## config.mk

```make
export PLATFORM = sky130hd
export DESIGN_NAME = dec_result_counter
export DESIGN_NICKNAME = d
export VERILOG_FILES = /design/src/rtl/drc_pkg.sv /design/src/rtl/drc_decade.sv /design/src/rtl/drc_step_unit.sv /design/src/rtl/drc_range_flags.sv /design/src/rtl/drc_disp_latch.sv /design/src/rtl/dec_result_counter.sv
export SDC_FILE = /design/constraint.sdc
export NUM_CORES = 1
export LEC_CHECK = 0
export CAP_MARGIN = 20
export CORE_MARGIN = 2
export CORE_UTILIZATION = 38
export DETAILED_ROUTE_END_ITERATION = 16
export GPL_TIMING_DRIVEN = 0
export PLACE_DENSITY = 0.65
export SLEW_MARGIN = 10
export SYNTH_ARGS = -nofsm -noshare
export SYNTH_HDL_FRONTEND = slang
export SYNTH_SLANG_ARGS = --single-unit
```

## constraint.sdc

```tcl
create_clock -name clk -period 4.4 [get_ports clk]
set_input_delay 0.44 -clock clk [delete_from_list [all_inputs] [get_ports clk]]
set_output_delay 0.44 -clock clk [all_outputs]
set_load 0.05 [all_outputs]
```

## src/rtl/drc_pkg.sv

```systemverilog
package drc_pkg;

    parameter int DEC_N = 6;
    localparam int DIG_W = 4;
    localparam int MAG_W = DEC_N * DIG_W;
    localparam int SEL_W = $clog2(DEC_N);
    // overrange: magnitude reaches OVR_LEAD * 10^OVR_DEC
    localparam int OVR_DEC  = DEC_N - 2;
    localparam int OVR_LEAD = 2;
    // underrange: no digit at or above decade UND_DEC
    localparam int UND_DEC  = DEC_N - 3;

    typedef logic [DIG_W-1:0] bcd_t;
    typedef logic [DEC_N-1:0][DIG_W-1:0] mag_t;

    typedef struct packed {
        logic neg;
        mag_t mag;
    } reading_t;

    typedef enum logic [1:0] {
        LM_FREE   = 2'b00,
        LM_HOLD   = 2'b01,
        LM_TRANSP = 2'b10,
        LM_SPARE  = 2'b11
    } lh_mode_e;

    function automatic logic mag_zero(input mag_t m);
        return (m == '0);
    endfunction

    // all decades at or above position pos are zero (magnitude < 10^pos)
    function automatic logic mag_below(input mag_t m, input int pos);
        logic r;
        r = 1'b1;
        for (int i = 0; i < DEC_N; i++)
            if (i >= pos && m[i] != '0) r = 1'b0;
        return r;
    endfunction

    function automatic logic mag_over(input mag_t m);
        logic r;
        r = (m[OVR_DEC] >= bcd_t'(OVR_LEAD));
        for (int i = OVR_DEC + 1; i < DEC_N; i++)
            if (m[i] != '0) r = 1'b1;
        return r;
    endfunction

    function automatic logic mag_is_bcd(input mag_t m);
        logic r;
        r = 1'b1;
        for (int i = 0; i < DEC_N; i++)
            if (m[i] > bcd_t'(9)) r = 1'b0;
        return r;
    endfunction

endpackage

```

## src/rtl/drc_decade.sv

```systemverilog
module drc_decade
    import drc_pkg::*;
(
    input  bcd_t d,
    input  logic ci,
    input  logic sub,
    output bcd_t q,
    output logic co
);
    always_comb begin
        q  = d;
        co = 1'b0;
        if (ci) begin
            if (sub) begin
                if (d == bcd_t'(0)) begin
                    q  = bcd_t'(9);
                    co = 1'b1;
                end else begin
                    q = d - bcd_t'(1);
                end
            end else begin
                if (d == bcd_t'(9)) begin
                    q  = bcd_t'(0);
                    co = 1'b1;
                end else begin
                    q = d + bcd_t'(1);
                end
            end
        end
    end
endmodule

```

## src/rtl/drc_step_unit.sv

```systemverilog
module drc_step_unit
    import drc_pkg::*;
(
    input  reading_t         cur,
    input  logic             dn,
    input  logic [SEL_W-1:0] sel,
    output reading_t         res
);
    logic grow, below, flip, sub_mode;
    logic [SEL_W-1:0] inj;
    mag_t opnd, sum;
    logic [DEC_N-1:0] cin, cout;

    always_comb begin
        grow     = (dn == cur.neg);
        below    = mag_below(cur.mag, int'(sel));
        flip     = !grow && below;
        sub_mode = !grow && !below;
        inj      = flip ? '0 : sel;
        for (int i = 0; i < DEC_N; i++) begin
            if (!flip)
                opnd[i] = cur.mag[i];
            else if (SEL_W'(i) < sel)
                opnd[i] = bcd_t'(9) - cur.mag[i];
            else
                opnd[i] = '0;
        end
    end

    for (genvar g = 0; g < DEC_N; g++) begin : g_dec
        if (g == 0) begin : g_lsd
            assign cin[g] = (inj == SEL_W'(g));
        end else begin : g_upper
            assign cin[g] = (inj == SEL_W'(g)) | cout[g-1];
        end
        drc_decade u_dec (
            .d   (opnd[g]),
            .ci  (cin[g]),
            .sub (sub_mode),
            .q   (sum[g]),
            .co  (cout[g])
        );
    end

    always_comb begin
        if (grow && cout[DEC_N-1])
            res.mag = mag_t'({DEC_N{bcd_t'(9)}});
        else
            res.mag = sum;
        res.neg = flip ? !cur.neg : cur.neg;
        if (mag_zero(res.mag)) res.neg = 1'b0;
    end
endmodule

```

## src/rtl/drc_range_flags.sv

```systemverilog
module drc_range_flags
    import drc_pkg::*;
(
    input  mag_t mag,
    output logic ovr,
    output logic und
);
    always_comb begin
        ovr = mag_over(mag);
        und = mag_below(mag, UND_DEC);
    end
endmodule

```

## src/rtl/drc_disp_latch.sv

```systemverilog
module drc_disp_latch
    import drc_pkg::*;
(
    input  logic     clk,
    input  logic     rst,
    input  lh_mode_e mode,
    input  logic     stb_fall,
    input  reading_t live,
    output reading_t shown,
    output logic     ovr,
    output logic     und
);
    logic live_ovr, live_und;

    drc_range_flags u_flags (
        .mag (live.mag),
        .ovr (live_ovr),
        .und (live_und)
    );

    always_ff @(posedge clk) begin
        if (rst) begin
            shown <= '0;
            ovr   <= 1'b0;
            und   <= 1'b0;
        end else begin
            case (mode)
                LM_FREE: begin
                    if (stb_fall) begin
                        shown <= live;
                        ovr   <= live_ovr;
                        und   <= live_und;
                    end
                end
                LM_TRANSP: begin
                    shown <= live;
                    if (stb_fall) begin
                        ovr <= live_ovr;
                        und <= live_und;
                    end
                end
                default: ;
            endcase
        end
    end
endmodule

```

## src/rtl/dec_result_counter.sv

```systemverilog
module dec_result_counter
    import drc_pkg::*;
(
    input  logic             clk,
    input  logic             rst,
    input  logic             clr,
    input  logic             cnt_en,
    input  logic             cnt_dn,
    input  logic [SEL_W-1:0] weight_sel,
    input  logic             latch_stb,
    input  logic [1:0]       lh_mode,
    output logic [MAG_W-1:0] disp_digits,
    output logic             disp_neg,
    output logic             over_flag,
    output logic             under_flag
);
    reading_t cnt_q, cnt_step, shown;
    logic     stb_q, stb_fall, sel_ok;

    assign stb_fall = stb_q & ~latch_stb;
    assign sel_ok   = int'(weight_sel) < DEC_N;

    drc_step_unit u_step (
        .cur (cnt_q),
        .dn  (cnt_dn),
        .sel (weight_sel),
        .res (cnt_step)
    );

    always_ff @(posedge clk) begin
        if (rst) begin
            cnt_q <= '0;
            stb_q <= 1'b0;
        end else begin
            stb_q <= latch_stb;
            if (clr)
                cnt_q <= '0;
            else if (cnt_en && sel_ok)
                cnt_q <= cnt_step;
        end
    end

    drc_disp_latch u_latch (
        .clk      (clk),
        .rst      (rst),
        .mode     (lh_mode_e'(lh_mode)),
        .stb_fall (stb_fall),
        .live     (cnt_q),
        .shown    (shown),
        .ovr      (over_flag),
        .und      (under_flag)
    );

    assign disp_digits = shown.mag;
    assign disp_neg    = shown.neg;
endmodule

```

==> impl_metrics.env, run 1 <==
export IMPL_p_leak_nw=1.98
export IMPL_hold_path_class="flip-flop to flip-flop"
export IMPL_clock_root_buffer="clkbuf_16"
export IMPL_routabilityCongestion=0.934
export IMPL_maxSlewHeadroom=0.464
export IMPL_dp_hpwl_mm=13.3
export IMPL_ys_ff_latch=53
export IMPL_worstPathArrival_ns=4.47
export IMPL_syn_cell_area_mm2=0.00470
export IMPL_max_freq_mhz=232
export IMPL_coreArea_mm2=0.0121
export IMPL_cts_buffers=5
export IMPL_ant_nets=0
export IMPL_async_flop_share=0
export IMPL_drc=0
export IMPL_powerDensity_mw_per_mm2=271
export IMPL_endpoint_kind="flip-flop"
export IMPL_clk_pin_slew_ns=0.06
export IMPL_drv_cap=0
export IMPL_tns_ns=0
export IMPL_fp_dieW_um=115
export IMPL_fin_crit_ns=4.31
export IMPL_drive_gt1_frac=0.141
export IMPL_die_area_mm2=0.0133
export IMPL_h_tree_depth=2
export IMPL_wirelength_mm=17.6
export IMPL_synth_fa_ha_area_frac=0.0266
export IMPL_antenna_found_initial=0
export IMPL_grt_overflow_total=0
export IMPL_drtPass1Iterations=5
export IMPL_setup_violations=0
export IMPL_synth_compound_area_frac=0.347
export IMPL_wire_per_inst_um=19.8
export IMPL_via_per_inst=6.14
export IMPL_critPathMaxFanout=10
export IMPL_yosysUniqueCellTypes=75
export IMPL_seq_power_share=0.321
export IMPL_area_growth_pct=22.7
export IMPL_numPortBuffers=37
export IMPL_grt_usage=0.260
export IMPL_crit_path_start_kind="primary input"
export IMPL_cts_tree="done"
export IMPL_synth_seq_area_share=0.226
export IMPL_min_period_over_period=0.979
export IMPL_row_count=40
export IMPL_internal_power_mw=0.936
export IMPL_grt_pass1_wl_mm=27.2
export IMPL_dpl_cell_count=873
export IMPL_ios=38
export IMPL_synth_avg_cell_area_um2=7.04
export IMPL_yosysWarnings=0
export IMPL_regToRegSetupSlack_ns=0.22
export IMPL_clk_latency_ns=0.29
export IMPL_muxShareOfSynthArea=0.0245
export IMPL_dr_total_vias=5477
export IMPL_hold_ws_ns=0.451
export IMPL_cts_buffer_depth=2
export IMPL_die_y_um=115
export IMPL_yosys_area_share_simple=0.295
export IMPL_synth_xor_area_share=0.0224
export IMPL_grt_max_degree=17
export IMPL_synth_ff_type="dfxtp_1"
export IMPL_synth_fp_nets=689
export IMPL_final_nets=744
export IMPL_ir_drop_mv=0.222
export IMPL_first_iter_violations=521
export IMPL_swShare=0.401
export IMPL_status="complete, no violations"
export IMPL_final_max_slew_violation_count=0
export IMPL_required_ns=4.56
export IMPL_start_util=0.390
export IMPL_first_global_vias=5147
export IMPL_synth_cells=668
export IMPL_stdcell_count=892
export IMPL_skew_ns=0.00802
export IMPL_synth_edf_count=0
export IMPL_worst_pin_slew_ns=0.804
export IMPL_critPathKind="primary input to flip-flop"
export IMPL_pwr_share_clk=0.247
export IMPL_antenna_cells=0
export IMPL_power_switching_mw=0.628
export IMPL_synth_top_family_by_area="compound AO/OA/AOI/OAI gates"
export IMPL_clock_sinks=53
export IMPL_finalHoldViolCount=0
export IMPL_combPwrFrac=0.432
-- sequential cells by signal, summed over array words and instances (netlist names) --
signal,flops
u_latch.ovr,1
cnt_q,25
u_latch.shown,25
u_latch.und,1
stb_q,1
-- cell usage in the layout (no fill, tap or decap), drive strengths merged, types with 8 or more instances in the layout --
cell type / Yosys / final
clkbuf: 44 / 47
xnor2: 8 / 8
nor2: 51 / 51
o21ai: 41 / 41
dfxtp: 53 / 53
o31ai: 14 / 14
nor4: 14 / 14
buf: 7 / 21
a211oi: 11 / 11
nand3: 29 / 29
nand2: 107 / 107
nor3: 17 / 17
a21o: 10 / 10
clkdlybuf4s50: 0 / 36
and2: 9 / 9
ha: 10 / 10
inv: 17 / 17
and3: 8 / 8
a21oi: 68 / 68
a31oi: 17 / 17
nand2b: 8 / 8
-- final timing paths --
kind,to,from,cells after the start
worst min register to register,u_latch.shown[9]$_SDFFE_PP0P_,u_latch.shown[9]$_SDFFE_PP0P_,2
worst max-delay path,cnt_q[24]$_SDFFE_PP0P_,weight_sel[0],14
worst max register to register,cnt_q[24]$_SDFFE_PP0P_,cnt_q[15]$_SDFFE_PP0P_,14
worst min-delay path,u_latch.shown[9]$_SDFFE_PP0P_,u_latch.shown[9]$_SDFFE_PP0P_,2
-- metrics by stage --
stage                     cell area [um2]  worst slack [ns]  utilization  power (mW)
after floorplan                      4700             0.716            -       0.931
after global placement               5280             -1.31        0.438        1.09
after detailed placement             5280             -1.30        0.438        1.10
after CTS                            5570           0.00187        0.462        1.51
after global routing                 5770           -0.0208        0.478        1.63
final                                5770            0.0929        0.478        1.56
-- worst max-delay path: stages --
cell and delay [ns]:
clkdlybuf4s50_1 0.46, clkbuf_2 0.24, or3_4 0.45, clkbuf_2 0.20, a21o_1 0.22, clkbuf_4 0.22
a211oi_2 0.36, o21ai_0 0.30, o21ai_2 0.24, a21oi_4 0.14, o311a_1 0.41, a211o_1 0.33
a2111oi_4 0.32, a31oi_1 0.12
-- cell usage after synthesis (all sizes together), types with 4 or more instances --
library cell	count	area, um2
a2111oi	5	50.0
a211o	5	43.8
a211oi	11	95.1
a21boi	4	30.0
a21o	10	75.1
a21oi	68	352
a31o	4	35.0
a31oi	17	106
and2	9	56.3
and3	8	50.1
buf	7	47.5
clkbuf	44	165
dfxtp	53	1060
ha	10	125
inv	17	63.8
mux2	4	45.0
mux2i	7	70.1
nand2	107	402
nand2b	8	50.1
nand3	29	145
nand4	7	43.8
nor2	51	191
nor2b	7	43.8
nor3	17	90.1
nor3b	6	45.0
nor4	14	130
o21a	7	52.6
o21ai	41	224
o221ai	4	35.0
o22ai	7	43.8
o31ai	14	151
o41ai	4	42.6
or2	5	31.3
or3	5	31.3
xnor2	8	70.1
xor2	4	35.0
-- timing repair --
action | CTS | global route
buffers inserted | 4 | 7
endpoints found under the setup margin | 25 | 24
hold buffers | 0 | 0
pin swaps | 3 | 8
gates resized for setup | 30 | 39
endpoints found under the hold margin | 0 | 0
-- power by group through the flow --
stage / registers, mW / clock network (mW) / logic [mW]
detailed placement: 0.511 / 0 / 0.587
global route: 0.502 / 0.412 / 0.717
global placement: 0.511 / 0 / 0.583
floorplan: 0.517 / 0 / 0.415
finish: 0.501 / 0.387 / 0.676
CTS: 0.500 / 0.392 / 0.616
-- cell families (layout without fill, tap and decap cells) --
| family | count (synthesis) | after routing |
|---|---|---|
| AND/OR/NAND/NOR | 281 | 281 |
| multiplexers | 11 | 11 |
| flip-flops | 53 | 53 |
| buffers and inverters | 68 | 124 |
| adder cells (fa/ha/maj) | 10 | 10 |
| XOR/XNOR | 12 | 12 |
| AO/OA/AOI/OAI | 233 | 233 |
-- layout make-up --
cell class                      count  area (um2)
Sequential cell                    53        1060
Clock inverter                      2        15.0
Buffer                             51         238
Inverter                           17        63.8
Multi-Input combinational cell    547        3590
Tap cell                          168         210
Clock buffer                        6         129
Fill cell                        1231        6300
Timing Repair Buffer               48         455
-- layer usage --
metal | wire length (um) | global-route usage
met1 | 8200 | 0.356
met2 | 8140 | 0.427
met3 | 879 | 0.0395
met4 | 402 | 0.0699
met5 | 0 | 0
Power figures use the tool's default switching activity.
==> run 2, diff against run 1 <==
RECOVER_POWER = 50   (was default)
==> run 2 against run 1 <==
  * Hold slack worse by 0.0024 ns
  * Cell count unchanged
  * Wire length decreased by 0.45%
  * Count of clock-buffer cells in the layout did not move
==> impl_metrics.env, run 2 (same netlist as run 1, synthesis figures left out) <==
export IMPL_fin_crit_ns=4.28
export IMPL_drv_cap=0
export IMPL_cp_slowest_stage_delay_ns=0.55
export IMPL_antenna_cells=0
export IMPL_skew_ns=0.00794
export IMPL_fp_dieW_um=115
export IMPL_clk_latency_ns=0.29
export IMPL_crit_slowest_cell="clkdlybuf4s50_1"
export IMPL_final_cell_mix="nand2_1, a21oi_1, dfxtp_1"
export IMPL_grt_usage=0.260
export IMPL_ir_drop_mv=0.223
export IMPL_required_ns=4.56
export IMPL_crit_start="weight_sel[1]"
export IMPL_pwr_share_clk=0.248
export IMPL_grt_max_degree=17
export IMPL_dp_hpwl_mm=13.3
export IMPL_power_switching_mw=0.627
export IMPL_antenna_found_initial=0
export IMPL_coreArea_mm2=0.0121
export IMPL_hp_start="u_latch.shown[1]$_SDFFE_PP0P_"
export IMPL_top_regs="cnt_q: 25 flops, u_latch.shown: 25 flops"
export IMPL_path_cells="clkdlybuf4s50_1 > or2_0 > buf_2 > a31oi_1 > or4_1 > buf_2 > buf_6 > o41ai_4 > a21oi_2 > a211oi_2 > nand2b_1 > o311a_1 > a211o_1 > a2111oi_4 > a31oi_1"
export IMPL_crit_buf_inv=4
export IMPL_ios=38
export IMPL_cts_tree="done"
export IMPL_final_nets=744
export IMPL_hold_ws_ns=0.448
export IMPL_wire_per_inst_um=19.7
export IMPL_combPwrFrac=0.431
export IMPL_final_max_slew_violation_count=0
export IMPL_post_route_util=0.478
export IMPL_clk_pin_slew_ns=0.07
export IMPL_critPathMaxFanout=10
export IMPL_row_count=40
export IMPL_numPortBuffers=37
export IMPL_postCtsHoldBufs=0
export IMPL_ant_nets=0
export IMPL_place_ws_ns=-1.30
export IMPL_finalHoldViolCount=0
export IMPL_clock_sinks=53
export IMPL_start_util=0.390
export IMPL_internal_power_mw=0.934
export IMPL_first_global_vias=5147
export IMPL_first_iter_violations=537
export IMPL_setup_violations=0
export IMPL_worst_pin_slew_ns=0.815
export IMPL_maxSlewHeadroom=0.457
export IMPL_endpoint_kind="flip-flop"
export IMPL_die_area_mm2=0.0133
export IMPL_cpLargestDelayFamily="compound AO/OA/AOI/OAI gates"
export IMPL_drc=0
export IMPL_powerDensity_mw_per_mm2=271
export IMPL_cts_buffer_depth=2
export IMPL_via_per_inst=6.14
export IMPL_status="complete, no violations"
export IMPL_swShare=0.402
export IMPL_p_leak_nw=2.07
export IMPL_grt_pass1_wl_mm=27.2
export IMPL_fin_ws_ns=0.119
export IMPL_rr_startpoint="cnt_q[15]$_SDFFE_PP0P_"
export IMPL_die_y_um=115
export IMPL_wirelength_mm=17.5
export IMPL_drtPass1Iterations=5
export IMPL_min_period_over_period=0.973
export IMPL_drive_gt1_frac=0.141
export IMPL_cts_buffers=5
export IMPL_h_tree_depth=2
export IMPL_final_common_cell="nand2_1"
export IMPL_area_growth_pct=22.7
export IMPL_crit_path_start_kind="primary input"
export IMPL_seq_power_share=0.321
export IMPL_max_freq_mhz=234
export IMPL_tns_ns=0
export IMPL_dr_total_vias=5475
export IMPL_grt_overflow_total=0
export IMPL_hold_path_class="flip-flop to flip-flop"
export IMPL_critPathKind="primary input to flip-flop"
export IMPL_worstPathArrival_ns=4.44
export IMPL_routabilityCongestion=0.934
export IMPL_clock_root_buffer="clkbuf_16"
## run 2: cell types whose count changed in the layout (fill, tap and decap cells not counted)
| cell | before | now |
|---|---|---|
| clkdlybuf4s50_1 | 36 | 7 |
| dlygate4sd3_1 | 0 | 29 |
| o21ai_0 | 36 | 37 |
| o21ai_1 | 2 | 1 |
## run 2: repair_timing
action	4_1_cts	5_1_grt
setup buffers	4	7
setup endpoints to repair	25	24
pin swaps	3	8
gates resized for setup	30	39
## run 2: metal layers
metal | wire, um | GRT usage
met5 | 0 | 0
met1 | 8140 | 0.356
met2 | 8110 | 0.427
met3 | 917 | 0.0395
met4 | 378 | 0.0699
## run 2: path summary, 6_finish.rpt
check / cells after the start / slack [ns] / endpoint
worst max-delay path: 15 / 0.12 / cnt_q[24]$_SDFFE_PP0P_
worst min register to register: 2 / 0.45 / u_latch.shown[1]$_SDFFE_PP0P_
worst max register to register: 14 / 0.20 / cnt_q[24]$_SDFFE_PP0P_
worst min-delay path: 2 / 0.45 / u_latch.shown[1]$_SDFFE_PP0P_
## run 2: layout make-up
cell class | count | area (um2)
Tap cell | 168 | 210
Sequential cell | 53 | 1060
Timing Repair Buffer | 48 | 455
Multi-Input combinational cell | 547 | 3590
Inverter | 17 | 63.8
Clock buffer | 6 | 129
Buffer | 51 | 238
Clock inverter | 2 | 15.0
Fill cell | 1231 | 6300
## run 2: worst register-to-register path, cell delays in order (launching register included)
cell and delay [ns]:
dfxtp_1 0.30, clkbuf_1 0.23, nor4_4 0.35, a21oi_1 0.22, or4_1 0.49, buf_2 0.20
buf_6 0.18, o41ai_4 0.34, a21oi_2 0.14, a211oi_2 0.32, nand2b_1 0.16, o311a_1 0.36
a211o_1 0.34, a2111oi_4 0.33, a31oi_1 0.12
## run 2: power groups by stage
stage | Combinational (mW) | Sequential, mW | Clock [mW]
CTS | 0.616 | 0.500 | 0.392
finish | 0.673 | 0.501 | 0.387
global route | 0.715 | 0.502 | 0.412
floorplan | 0.415 | 0.517 | 0
detailed placement | 0.587 | 0.511 | 0
global placement | 0.583 | 0.511 | 0
## run 2: stage by stage
stage	total power, mW	std cells	instance area, um2
after global placement	1.09	873	5280
after CTS	1.51	885	5570
after detailed placement	1.10	873	5280
after global routing	1.63	892	5770
after floorplan	0.931	668	4700
final	1.56	892	5770
==> run 3, diff against run 2 <==
SKIP_LAST_GASP = 1   (was default)
SYNTH_HIERARCHICAL = 1   (was default)
==> run 3 against run 2 <==
  * The run now ends with setup timing left
  * Sequential share of layout area increased by 0.13 points
  * Die area decreased by 5.6%
  * Area after synthesis is 5.8% lower
  * Synthesized cell count down 19%
  * Cell count fell by 15%
  * Count of clock-buffer cells in the layout unchanged
  * Sequential power fell by 0.8%
  * Largest cell class unchanged
==> impl_metrics.env, run 3 <==
export IMPL_start_util=0.388
export IMPL_rsz0062_at_grt="yes"
export IMPL_setup_violations=25
export IMPL_grt_pass1_wl_mm=20.7
export IMPL_rr_startpoint="cnt_q[20]$_SDFFE_PP0P_"
export IMPL_clk_latency_ns=0.29
export IMPL_crit_slowest_cell="or4_4"
export IMPL_drv_cap=0
export IMPL_yosysUniqueCellTypes=56
export IMPL_area_growth_pct=32.1
export IMPL_yosys_area_share_simple=0.331
export IMPL_dr_total_vias=4332
export IMPL_synth_area_top_cells="dfxtp_1, nor3b_1, mux2_2"
export IMPL_crit_start="cnt_q[20]$_SDFFE_PP0P_"
export IMPL_clock_sinks=53
export IMPL_ant_nets=0
export IMPL_numPortBuffers=34
export IMPL_hold_path_class="primary input to flip-flop"
export IMPL_endpoint_kind="flip-flop"
export IMPL_grt_usage=0.201
export IMPL_worstPathArrival_ns=6.33
export IMPL_skew_ns=0.00465
export IMPL_crit_path_start_kind="flip-flop"
export IMPL_status="finished, violations left"
export IMPL_powerDensity_mw_per_mm2=240
export IMPL_synth_cells=540
export IMPL_final_common_cell="nand2_1"
export IMPL_violations="setup timing"
export IMPL_final_max_slew_violation_count=0
export IMPL_synth_fa_ha_area_frac=0.0170
export IMPL_critPathMaxFanout=5
export IMPL_max_freq_mhz=163
export IMPL_critPathKind="flip-flop to flip-flop"
export IMPL_synth_top_family_by_area="simple AND/OR/NAND/NOR gates"
export IMPL_regToRegSetupSlack_ns=-1.74
export IMPL_h_tree_depth=2
export IMPL_synth_ff_type="dfxtp_1"
export IMPL_yosys_area_top_type="dfxtp_1"
export IMPL_wire_per_inst_um=17.9
export IMPL_first_global_vias=4183
export IMPL_drtPass1Iterations=5
export IMPL_tns_ns=-31.89
export IMPL_via_per_inst=5.73
export IMPL_cts_tree="done"
export IMPL_syn_cell_area_mm2=0.00443
export IMPL_fin_ws_ns=-1.74
export IMPL_ys_ff_latch=53
export IMPL_synth_top_area_frac=0.240
export IMPL_final_nets=629
export IMPL_coreArea_mm2=0.0114
export IMPL_required_ns=4.58
export IMPL_synth_most_common_cell="nand2_1"
export IMPL_wirelength_mm=13.5
export IMPL_muxShareOfSynthArea=0.110
export IMPL_drive_gt1_frac=0.312
export IMPL_ir_drop_mv=0.166
export IMPL_antenna_found_initial=0
export IMPL_stdcell_count=756
export IMPL_reg2reg_depth=34
export IMPL_routabilityCongestion=0.888
export IMPL_grt_overflow_total=0
export IMPL_ios=38
export IMPL_async_flop_share=0
export IMPL_synth_top_cells_by_count="nand2_1, dfxtp_1, nor3b_1"
export IMPL_antenna_cells=0
export IMPL_worstReg2RegEnd="cnt_q[24]$_SDFFE_PP0P_"
export IMPL_cts_buffers=5
export IMPL_yosysWarnings=6
export IMPL_synth_seq_area_share=0.240
export IMPL_totalPowerFinal_mw=1.40
export IMPL_maxSlewHeadroom=0.372
export IMPL_synth_edf_count=0
export IMPL_dp_hpwl_mm=9.40
export IMPL_post_route_util=0.512
export IMPL_cts_buffer_depth=2
export IMPL_grt_max_degree=31
export IMPL_hold_ws_ns=0.429
export IMPL_crit_end="cnt_q[24]$_SDFFE_PP0P_"
export IMPL_cpMostUsedCell="buf_4"
export IMPL_die_y_um=112
export IMPL_synth_fp_nets=557
export IMPL_top_regs="cnt_q: 25 flops, u_latch/shown: 25 flops"
export IMPL_row_count=39
export IMPL_final_cell_mix="nand2_1, dfxtp_1, nor3b_1"
export IMPL_min_period_over_period=1.40
export IMPL_clock_root_buffer="clkbuf_16"
export IMPL_drc=0
export IMPL_synth_compound_area_frac=0.167
export IMPL_finalHoldViolCount=0
export IMPL_first_iter_violations=215
export IMPL_postCtsHoldBufs=0
export IMPL_cp_slowest_stage_delay_ns=0.54
export IMPL_dpl_cell_count=717
export IMPL_synth_avg_cell_area_um2=8.20
export IMPL_fp_dieW_um=112
export IMPL_worst_pin_slew_ns=0.941
export IMPL_p_leak_nw=2.28
export IMPL_die_area_mm2=0.0125
export IMPL_clk_pin_slew_ns=0.07
export IMPL_fin_crit_ns=6.14
export IMPL_synth_xor_area_share=0.0478
## run 3: cell types whose count changed after synthesis, sizes merged, moves of 28 or more
cell / previous run / this run
nand2: 107 / 64
clkbuf: 44 / 12
a21oi: 68 / 40
o21ai: 41 / 8
nor3b: 6 / 56
nand3: 29 / 1
## run 3: worst min path at each step
stage	to	from	slack [ns]	cells past startpoint
2_1_floorplan	u_latch/shown[2]$_SDFFE_PP0P_	cnt_q[2]$_SDFFE_PP0P_	0.45	2
3_3_place_gp	u_latch/shown[20]$_SDFFE_PP0P_	u_latch/shown[20]$_SDFFE_PP0P_	0.45	2
3_5_place_dp	u_latch/shown[16]$_SDFFE_PP0P_	u_latch/shown[16]$_SDFFE_PP0P_	0.45	2
4_1_cts	u_latch/shown[5]$_SDFFE_PP0P_	rst	0.43	2
5_1_grt	u_latch/shown[5]$_SDFFE_PP0P_	rst	0.43	2
6_report	u_latch/shown[5]$_SDFFE_PP0P_	rst	0.43	2
## run 3: where the power goes
group          internal, mW  switching (mW)
Sequential            0.485          0.0117
Combinational         0.245           0.270
Clock                 0.211           0.179
Total                 0.942           0.460
## run 3: metrics by stage
| step | setup slack, ns | area [um2] |
|---|---|---|
| 3_3_place_gp | -3.27 | 5000 |
| 2_1_floorplan | -1.63 | 4480 |
| 4_1_cts | -1.83 | 5380 |
| 3_5_place_dp | -3.41 | 5010 |
| 6_report | -1.74 | 5850 |
| 5_1_grt | -1.93 | 5850 |
## run 3: repair_timing
| action | CTS | global route |
|---|---|---|
| pin swaps | 11 | 17 |
| buffers inserted | 20 | 13 |
| endpoints found under the setup margin | 25 | 25 |
| gates cloned | 0 | 2 |
| resized for setup | 29 | 86 |
## run 3: critical path, delay by kind of cell, from the launching register on
kind / cells / cell delay [ns]
simple gates: 18 / 3.01
buf+inv: 8 / 0.79
compound gates: 6 / 1.29
mux: 2 / 0.58
flops: 1 / 0.36
## run 3: kinds of logic (layout without fill, tap and decap cells)
family,after synthesis,count (layout)
buffers and inverters,70,143
AOI/OAI and AO/OA,99,99
adders and majority gates,6,6
and+or+nand+nor,249,249
DFF,53,53
muxes,44,44
xor gates and xnor gates,19,19
## run 3: routing by layer
layer / track usage / vias to the layer above / part of all wire
met5: 0 / - / 0
met4: 0.0553 / 0 / 0.024
met3: 0.0267 / 28 / 0.037
met2: 0.360 / 101 / 0.51
met1: 0.253 / 2154 / 0.43
li1: - / 2049 / -
## run 3: final cells by class
class / instances / area [um2]
clock buffers: 6 / 129
inverters: 24 / 90.1
repair buffers: 69 / 642
fillers: 1093 / 5570
multi-input cells: 417 / 3430
plain buffers: 42 / 279
well taps: 143 / 179
flip-flops and latches: 53 / 1080
clock inverters: 2 / 15.0
